## src/rtl/uart_regfile.sv

```systemverilog
module uart_regfile #(
  parameter int REF_HZ     = 1843200,
  parameter int BAUD       = 9600,
  parameter int FIFO_DEPTH = 16
) (
  input  logic       clk,
  input  logic       rst_n,
  input  logic [2:0] bus_addr,
  input  logic       bus_wr,
  input  logic       bus_rd,
  input  logic [7:0] bus_wdata,
  output logic [7:0] bus_rdata,
  input  logic       rx_valid,
  input  logic [7:0] rx_byte,
  output logic       tx_valid,
  output logic [7:0] tx_byte,
  output logic       irq
);

  localparam int         DIVISOR  = REF_HZ / BAUD / 16;
  localparam logic [15:0] DIV_RST = 16'(DIVISOR);
  localparam int         PW       = $clog2(FIFO_DEPTH);
  localparam logic [PW:0] FULL_CAP = (PW+1)'(FIFO_DEPTH);
  localparam logic [PW:0] ONE_CAP  = (PW+1)'(1);

  localparam logic [3:0] C_LINE = 4'h6;
  localparam logic [3:0] C_RXD  = 4'hC;
  localparam logic [3:0] C_THR  = 4'h2;
  localparam logic [3:0] C_MDM  = 4'h0;
  localparam logic [3:0] C_NONE = 4'h1;

  logic [7:0] dll, dlh, lcr, scr, fcr, msr_q;
  logic [3:0] ier;
  logic [4:0] mcr;
  logic       oe, thre_pend, deep;
  logic [7:0] mem [FIFO_DEPTH];
  logic [PW-1:0] rptr, wptr;
  logic [PW:0]   cnt;

  wire dlab  = lcr[7];
  wire loop  = mcr[4];
  wire empty = (cnt == '0);
  wire [PW:0] cap = deep ? FULL_CAP : ONE_CAP;

  wire wr_dat = bus_wr && bus_addr == 3'd0 && !dlab;
  wire wr_dll = bus_wr && bus_addr == 3'd0 &&  dlab;
  wire wr_ier = bus_wr && bus_addr == 3'd1 && !dlab;
  wire wr_dlh = bus_wr && bus_addr == 3'd1 &&  dlab;
  wire wr_fcr = bus_wr && bus_addr == 3'd2;
  wire wr_lcr = bus_wr && bus_addr == 3'd3;
  wire wr_mcr = bus_wr && bus_addr == 3'd4;
  wire wr_scr = bus_wr && bus_addr == 3'd7;
  wire rd_dat = bus_rd && bus_addr == 3'd0 && !dlab;
  wire rd_iir = bus_rd && bus_addr == 3'd2;
  wire rd_lsr = bus_rd && bus_addr == 3'd5;
  wire rd_msr = bus_rd && bus_addr == 3'd6;

  logic [3:0] cause;
  always_comb begin
    if (oe && ier[2])                 cause = C_LINE;
    else if (!empty && ier[0])        cause = C_RXD;
    else if (thre_pend && ier[1])     cause = C_THR;
    else if (|msr_q[3:0] && ier[3])   cause = C_MDM;
    else                              cause = C_NONE;
  end

  assign irq = (cause != C_NONE);

  wire [7:0] iir_val = {fcr[0] ? 2'b11 : 2'b00, 2'b00, cause};
  wire [7:0] lsr_val = {1'b0, 1'b1, 1'b1, 3'b000, oe, !empty};

  always_comb begin
    case (bus_addr)
      3'd0:    bus_rdata = dlab ? dll : (empty ? 8'hFF : mem[rptr]);
      3'd1:    bus_rdata = dlab ? dlh : {4'h0, ier};
      3'd2:    bus_rdata = iir_val;
      3'd3:    bus_rdata = lcr;
      3'd4:    bus_rdata = {3'b000, mcr};
      3'd5:    bus_rdata = lsr_val;
      3'd6:    bus_rdata = msr_q;
      default: bus_rdata = scr;
    endcase
  end

  function automatic logic [PW-1:0] ptr_next(input logic [PW-1:0] p, input logic [PW:0] c);
    return ({1'b0, p} == c - ONE_CAP) ? '0 : p + 1'b1;
  endfunction

  wire        pop       = rd_dat && !empty;
  wire        push      = loop ? wr_dat : rx_valid;
  wire [7:0]  push_byte = loop ? bus_wdata : rx_byte;
  wire [PW:0] cnt_left  = cnt - (PW+1)'(pop);
  wire        room      = (cnt_left != cap);
  wire        accept    = push && room;
  wire        overrun   = push && !room;
  wire        flush     = wr_fcr && ((bus_wdata[0] ^ fcr[0]) || (bus_wdata[0] && bus_wdata[1]));

  always_ff @(posedge clk or negedge rst_n) begin
    if (!rst_n) begin
      rptr <= '0;
      wptr <= '0;
      cnt  <= '0;
      deep <= 1'b0;
    end else if (flush) begin
      rptr <= '0;
      wptr <= '0;
      cnt  <= '0;
      deep <= bus_wdata[0];
    end else begin
      if (pop)    rptr <= ptr_next(rptr, cap);
      if (accept) wptr <= ptr_next(wptr, cap);
      cnt <= cnt_left + (PW+1)'(accept);
    end
  end

  always_ff @(posedge clk) begin
    if (accept && !flush) mem[wptr] <= push_byte;
  end

  logic [3:0] st_new;
  always_comb begin
    st_new = 4'h0;
    if (bus_wdata[4]) st_new = {bus_wdata[3], bus_wdata[2], bus_wdata[0], bus_wdata[1]};
  end

  wire [3:0] delta_new = {msr_q[7] ^ st_new[3],
                          msr_q[6] & ~st_new[2],
                          msr_q[5] ^ st_new[1],
                          msr_q[4] ^ st_new[0]};

  always_ff @(posedge clk or negedge rst_n) begin
    if (!rst_n) begin
      dll       <= DIV_RST[7:0];
      dlh       <= DIV_RST[15:8];
      ier       <= '0;
      lcr       <= '0;
      mcr       <= '0;
      msr_q     <= '0;
      fcr       <= '0;
      scr       <= '0;
      oe        <= 1'b0;
      thre_pend <= 1'b0;
      tx_valid  <= 1'b0;
      tx_byte   <= '0;
    end else begin
      tx_valid <= wr_dat && !loop;
      if (wr_dat && !loop) tx_byte <= bus_wdata;
      if (wr_dll) dll <= bus_wdata;
      if (wr_dlh) dlh <= bus_wdata;
      if (wr_ier) ier <= bus_wdata[3:0];
      if (wr_lcr) lcr <= bus_wdata;
      if (wr_scr) scr <= bus_wdata;
      if (wr_fcr) fcr <= bus_wdata[0] ? (bus_wdata & 8'hC9) : 8'h00;
      if (wr_mcr) begin
        mcr   <= bus_wdata[4:0];
        msr_q <= {st_new, msr_q[3:0] | delta_new};
      end else if (rd_msr) begin
        msr_q[3:0] <= 4'h0;
      end
      oe        <= overrun || (oe && !rd_lsr);
      thre_pend <= wr_dat || (thre_pend && !(rd_iir && cause == C_THR));
    end
  end

endmodule

```

## config.mk

```make
export PLATFORM = sky130hd
export DESIGN_NAME = uart_regfile
export DESIGN_NICKNAME = d
export VERILOG_FILES = /design/src/rtl/uart_regfile.sv
export SDC_FILE = /design/constraint.sdc
export NUM_CORES = 1
export LEC_CHECK = 0
export ABC_AREA = 1
export BUFFER_PORTS_ARGS = -buffer_cell sky130_fd_sc_hd__buf_2
export CORE_MARGIN = 2
export CORE_UTILIZATION = 60
export CTS_BUF_LIST = sky130_fd_sc_hd__clkbuf_4
export DETAILED_ROUTE_END_ITERATION = 7
export PLACE_DENSITY_LB_ADDON = 0.1
export SYNTH_ARGS = -nofsm -noshare
export SYNTH_HDL_FRONTEND = slang
export SYNTH_SLANG_ARGS = --single-unit
```

## constraint.sdc

```tcl
create_clock -name clk -period 8.05 [get_ports clk]
set_clock_uncertainty 0.1 [all_clocks]
set_input_delay 0.805 -clock clk [delete_from_list [all_inputs] [get_ports clk]]
set_output_delay 0.805 -clock clk [all_outputs]
set_load 0.005 [all_outputs]
```

Word level (Yosys, flattened, before mapping) --
Memory sizes are Yosys's and may differ from the RTL's. Index checks and enable logic that the tools add are counted.
Cells by class: add/subtract/negate cells 5, $mul 0, div/mod/pow operators 0, order comparisons 0, eq/ne operators 12, shifts and indexed selects 0, mux-type cells 25, bitwise operators 7, reductions and logical operators 45
Operators with widths (number):
- case mux 8 bit (7 select lines) | 1
- 2-to-1 mux 4 bit | 11
- 2-to-1 mux 8 bit | 4
- logical AND 1 bit | 29
- equality test 3 bit, second input constant | 4
- equality test 4 x 5 -> 1 bit | 2
- 2-to-1 mux 5 bit | 2
- adder 4 x 1 -> 4 bit, second input constant | 2
- logical NOT 1 bit | 7
- equality test 3 x 2 -> 1 bit, second input constant | 2
- nonzero test 2 bit | 3
- adder 5 x 1 -> 5 bit | 1
- logical NOT 5 bit | 1
- 2-to-1 mux 1 bit | 5
- inequality test 5 bit | 1
- subtractor 5 x 1 -> 5 bit | 1
- subtractor 5 x 1 -> 5 bit, second input constant | 1
- equality test 4 x 2 -> 1 bit, second input constant | 1
- 2-to-1 mux 2 bit | 2
- inequality test 4 x 1 -> 1 bit, second input constant | 1
- bitwise OR 4 bit | 1
- OR reduction 4 bit | 1
- XOR 1 bit | 4
- equality test 3 x 1 -> 1 bit, second input constant | 1
- 4 further kinds | 6
Storage, ports and cells: register bits 75, latch bits 0, bits in writable memories 128, ROM bits 0, bits of input ports 24, output and inout port bits 18, word-level logic and storage cells 112, memories 1
Memory list:
- mem | words 16, width 8, read ports 1, clocked after memory_dff 0, wr ports 1, RTL line 36 | logic [7:0] mem [FIFO_DEPTH];

Logic depth before layout (Yosys ltp) --
depth after elaboration 11, mapped depth 22, mapped depth without buffers 22

Least setup slack after synthesis --
No wires, ideal clock.
kind input to register, from input bus_addr[2], to register cnt[4], setup time 0.129 ns, arrival 3.252 ns, required time 7.821 ns, setup slack 4.569 ns, stages 20, buffers on the path 1, path through buf_6 nor3_4 nand3_1 inv_1 ha_1 ha_1 xor2_1 inv_1 nand2_1 nor2_1 nand3_2 nand2_1 inv_1 ha_1 ha_1 inv_1 nor2_1 nand2_1 o21ai_0 a21oi_1
Between the ends: word-level cells in the longest chain between the ends 9, elaborated cells between the ends (all ways) 15, classes of those cells 2 x add/sub; 2 x eq/ne; 2 x mux; 9 x reduce/logical
RTL lines:
- from (decl) | RTL line 8 | input logic [2:0] bus_addr,
- logical NOT 3 bit | RTL line 45, 53
- logical AND 1 bit (2 in series) | RTL line 53 | wire rd_dat = bus_rd && bus_addr == 3'd0 && !dlab;
- logical AND 1 bit | RTL line 89 | wire pop = rd_dat && !empty;
- subtractor 5 x 1 -> 5 bit | RTL line 92 | wire [PW:0] cnt_left = cnt - (PW+1)'(pop);
- inequality test 5 bit | RTL line 93 | wire room = (cnt_left != cap);
- logical AND 1 bit | RTL line 94 | wire accept = push && room;
- adder 5 x 1 -> 5 bit | RTL line 112 | cnt <= cnt_left + (PW+1)'(accept);
- 2-to-1 mux 5 bit (*) | RTL line 104 | end else if (flush) begin
- to (signal assigned) | RTL line 112
- to (decl) | RTL line 38 | logic [PW:0] cnt;
Mark *: on every way between the ends. The rest lies on a longest branch, timed or not. A chain may end at the register's enable or synchronous reset.

Worst setup path after layout --
from register lcr[7], to memory mem[14][3], enable pin
Between the ends: word-level cells in the longest chain between the ends 9, elaborated cells between the ends (all ways) 11, classes of those cells 1 x add/sub; 1 x eq/ne; 3 x mux; 6 x reduce/logical
RTL lines:
- from (decl) | RTL line 32 | logic [7:0] dll, dlh, lcr, scr, fcr, msr_q;
- from (signal assigned) | RTL line 151 | if (wr_lcr) lcr <= bus_wdata;
- logical NOT 1 bit (*) | RTL line 45, 53
- logical AND 1 bit | RTL line 53
- logical AND 1 bit | RTL line 89
- subtractor 5 x 1 -> 5 bit | RTL line 92
- inequality test 5 bit | RTL line 93
- logical AND 1 bit (*) | RTL line 94
- logical AND 1 bit (*) | RTL line 117 | if (accept && !flush) mem[wptr] <= push_byte;
- 2-to-1 mux 1 bit (*) | RTL line 117
- 2-to-1 mux 1 bit (implied by the code) (*) | RTL line 117
- to (decl) | RTL line 36
Marks and branches as above.

==> out/metrics.cfg <==
[outcome]
status=complete, no violations

[layout]
final_common_cell=nand2_1
post_route_cells_drive_above_1_share_pct=13.7
final_cells=1324
finalInstanceArea_um2=10400
final_nets=1114
nFillCells=1217
area_growth_pct=10.6
layout_common_cells=nand2_1 (309), edfxtp_1 (128), inv_1 (120)

[clocking]
clk_latency_ns=0.65
root_buffer=clkbuf_4
ctsResizeCount=0
cts.sink_count=203
cts_hold_buf=0
cts_tree=built
cts_setup_buffers=0
h-tree-depth=2
cts_inserted_buffers=50
clk_pin_slew_ns=0.07
cts_buffer_depth=3

[setup_path]
r2r_start=lcr[7]$_DFFE_PN0P_
r2r_cells=14
path_max_fanout=17
critPathCaptureType=flip-flop
critPathRequiredTime_ns=8.20
r2r_end=mem[14][3]$_DFFE_PP_
worst_path_max_delay_cell=dfrtp_1
worst-path-buf-inv=4
startpoint_type=flip-flop
path_cells=clkinv_1 > nand2_1 > inv_1 > nand3_1 > inv_1 > ha_1 > ha_1 > xor2_1 > inv_1 > nand2_1 > nor2_1 > nand3_2 > nand3_4 > nor2_1
cp_common_cell=inv_1
arrival_ns=4.40
r2r_setup_slack_ns=3.80
cp_top_family=simple AND/OR/NAND/NOR gates
worstSetupEndpoint=mem[14][3]$_DFFE_PP_
max_stage_delay_ns=0.67
crit_cells=14
cp-startpoint=lcr[7]$_DFFE_PN0P_
path_class=flip-flop to flip-flop

[die]
die_area_um2=16600
rows=45
initial_core_util_pct=61.4
boundaryPins=42
fp.dieH_um=129
die_x_um=129
placeableCoreArea_um2=15300

[timing]
hold_violations=0
min_period_ns=4.25
worstMarginPinSlew_ns=1.05
rsz0062_at_grt=no
maxSlewHeadroom_pct=30.2
tns_ns=0
max_freq_mhz=235
drv_slew=0
period_share_pct=52.8
setup_viol=0

[logic_synthesis]
syn_nets=1051
synth_edf_count=128
synth_area_per_cell_um2=9.21
ys_ff_latch=203
seq_area_frac_synth_pct=61.1
syn_area_um2=9370
ys_warn_count=0
synth_cell_type_count=38
ys.flop_type=edfxtp_1
synthCells=1018
async_reset_ff_share_pct=36.9

[power]
total_power_w=0.00328
p_comb_share_pct=31.5
leakagePower_nw=4.66
p_switching_w=0.00123
intPower_w=0.00205
seqPwrFrac_pct=42.9
ir_drop_v=0.000209
p_clk_share_pct=25.6
p_sw_share_pct=37.4
power_density_nw_per_um2=316

[routing]
via_per_inst=5.45
totalWireLength_mm=23.6
first_iter_violations=771
post_drt_wl_per_cell_um=17.8
vias=7222
drc=0
first_pass_iters=5
ant_nets=0

[placed_design]
portBuffers=41
dp_cells=1240
placed_area_um2=9740
dpl.hpwl_mm=15.7
gp_congestion=0.928

[grt]
overflow=0
busiest_layer=met1
use_met3_pct=7.44
use_met1_pct=43.6
grt_first_pass_wirelength_mm=36.8
grt.total_usage_pct=29.7
grt_antenna_before_repair=1
grtUsageMet2_pct=42.8
grt_max_degree=76
grt_pass1_vias=6825

[hold_path]
min_path_type=input port to async pin

[job]
maxCapViolations=0

## registers in the layout (all words and copies together) (netlist names)
register / count
tx_byte: 8
deep: 1
oe: 1
scr: 8
lcr: 8
mcr: 5
dlh: 8
rptr: 4
ier: 4
msr_q: 8
cnt: 5
wptr: 4
tx_valid: 1
mem: 128
thre_pend: 1
fcr: 1
dll: 8
## per-stage QoR
step / setup slack, ns / utilization [%] / hold WS, ns
finish: 3.80 / 67.9 / 0.185
global route: 3.37 / 67.9 / 0.254
detailed placement: 3.90 / 63.8 / 0.373
global placement: 4.03 / 63.8 / 0.356
floorplan: 4.57 / - / 0.342
CTS: 3.82 / 67.9 / 0.202
## metal layers
metal / up-vias / wire [um]
met2: 325 / 10300
li1: 3483 / -
met1: 3359 / 10500
met5: - / 0
met4: 0 / 624
met3: 55 / 2180
## how the worst min path moves through the flow
| stage | from | endpoint | slack [ns] | depth (start not counted) |
|---|---|---|---|---|
| 2_1_floorplan | thre_pend$_DFF_PN0_ | thre_pend$_DFF_PN0_ | 0.34 | 2 |
| 3_3_place_gp | thre_pend$_DFF_PN0_ | thre_pend$_DFF_PN0_ | 0.36 | 2 |
| 4_1_cts | rst_n | dll[6]$_DFFE_PN0P_ | 0.20 | 1 |
| 3_5_place_dp | dlh[2]$_DFFE_PN0P_ | dlh[2]$_DFFE_PN0P_ | 0.37 | 2 |
| 5_1_grt | rst_n | lcr[5]$_DFFE_PN0P_ | 0.25 | 1 |
| 6_report | rst_n | lcr[5]$_DFFE_PN0P_ | 0.18 | 1 |
## area by class of cell
type                       instances  area [um^2]  share of cell area [%]
sequential                       203         5720                    55.2
multi-input combinational        652         3030                    29.2
clock buffer                      73          548                    5.29
inverter                         129          484                    4.67
tap                              211          264                    2.55
timing repair buffer              45          238                    2.29
clock inverter                    10         73.8                   0.712
antenna                            1         2.50                  0.0241
## cells in the mapped netlist (3+ instances only)
cell type | n | area, um^2
inv_1 | 120 | 450
nand3_1 | 76 | 380
buf_1 | 6 | 22.5
nand3_2 | 4 | 40.0
clkbuf_1 | 13 | 48.8
clkinv_1 | 3 | 11.3
nand2_1 | 309 | 1160
inv_2 | 6 | 22.5
dfrtp_1 | 73 | 1830
o22ai_1 | 5 | 31.3
o21ai_1 | 3 | 15.0
o21ai_0 | 80 | 400
buf_2 | 12 | 60.1
xnor2_1 | 3 | 26.3
edfxtp_1 | 128 | 3840
xor2_1 | 6 | 52.6
nand4_1 | 14 | 87.6
nor2_1 | 81 | 304
a21oi_1 | 39 | 195
ha_1 | 9 | 113
## logic make-up after synthesis
family | after synthesis | share of synthesized area [%]
AO/OA/AOI/OAI | 138 | 7.73
adder cells (fa/ha/maj) | 9 | 1.20
flip-flops | 203 | 61.1
AND/OR/NAND/NOR | 496 | 22.3
buffers and inverters | 163 | 6.89
XOR/XNOR | 9 | 0.841
## power groups by stage
stage / sequential (W) / combinational [W] / clock (W)
after global routing: 0.00142 / 0.00115 / 0.000907
after global placement: 0.00142 / 0.00100 / 0
after floorplan: 0.00139 / 0.000692 / 0
final: 0.00140 / 0.00103 / 0.000839
after CTS: 0.00140 / 0.00102 / 0.000851
after detailed placement: 0.00142 / 0.00102 / 0
## worst register-to-register path, delay by kind of cell, from the launching register on
kind          cells  cell delay, ns
simple gates      7            1.60
buf+inv           4            0.73
flops             1            0.67
fa+ha+maj         2            0.43
xor+xnor          1            0.31
Power figures use the tool's default switching activity.
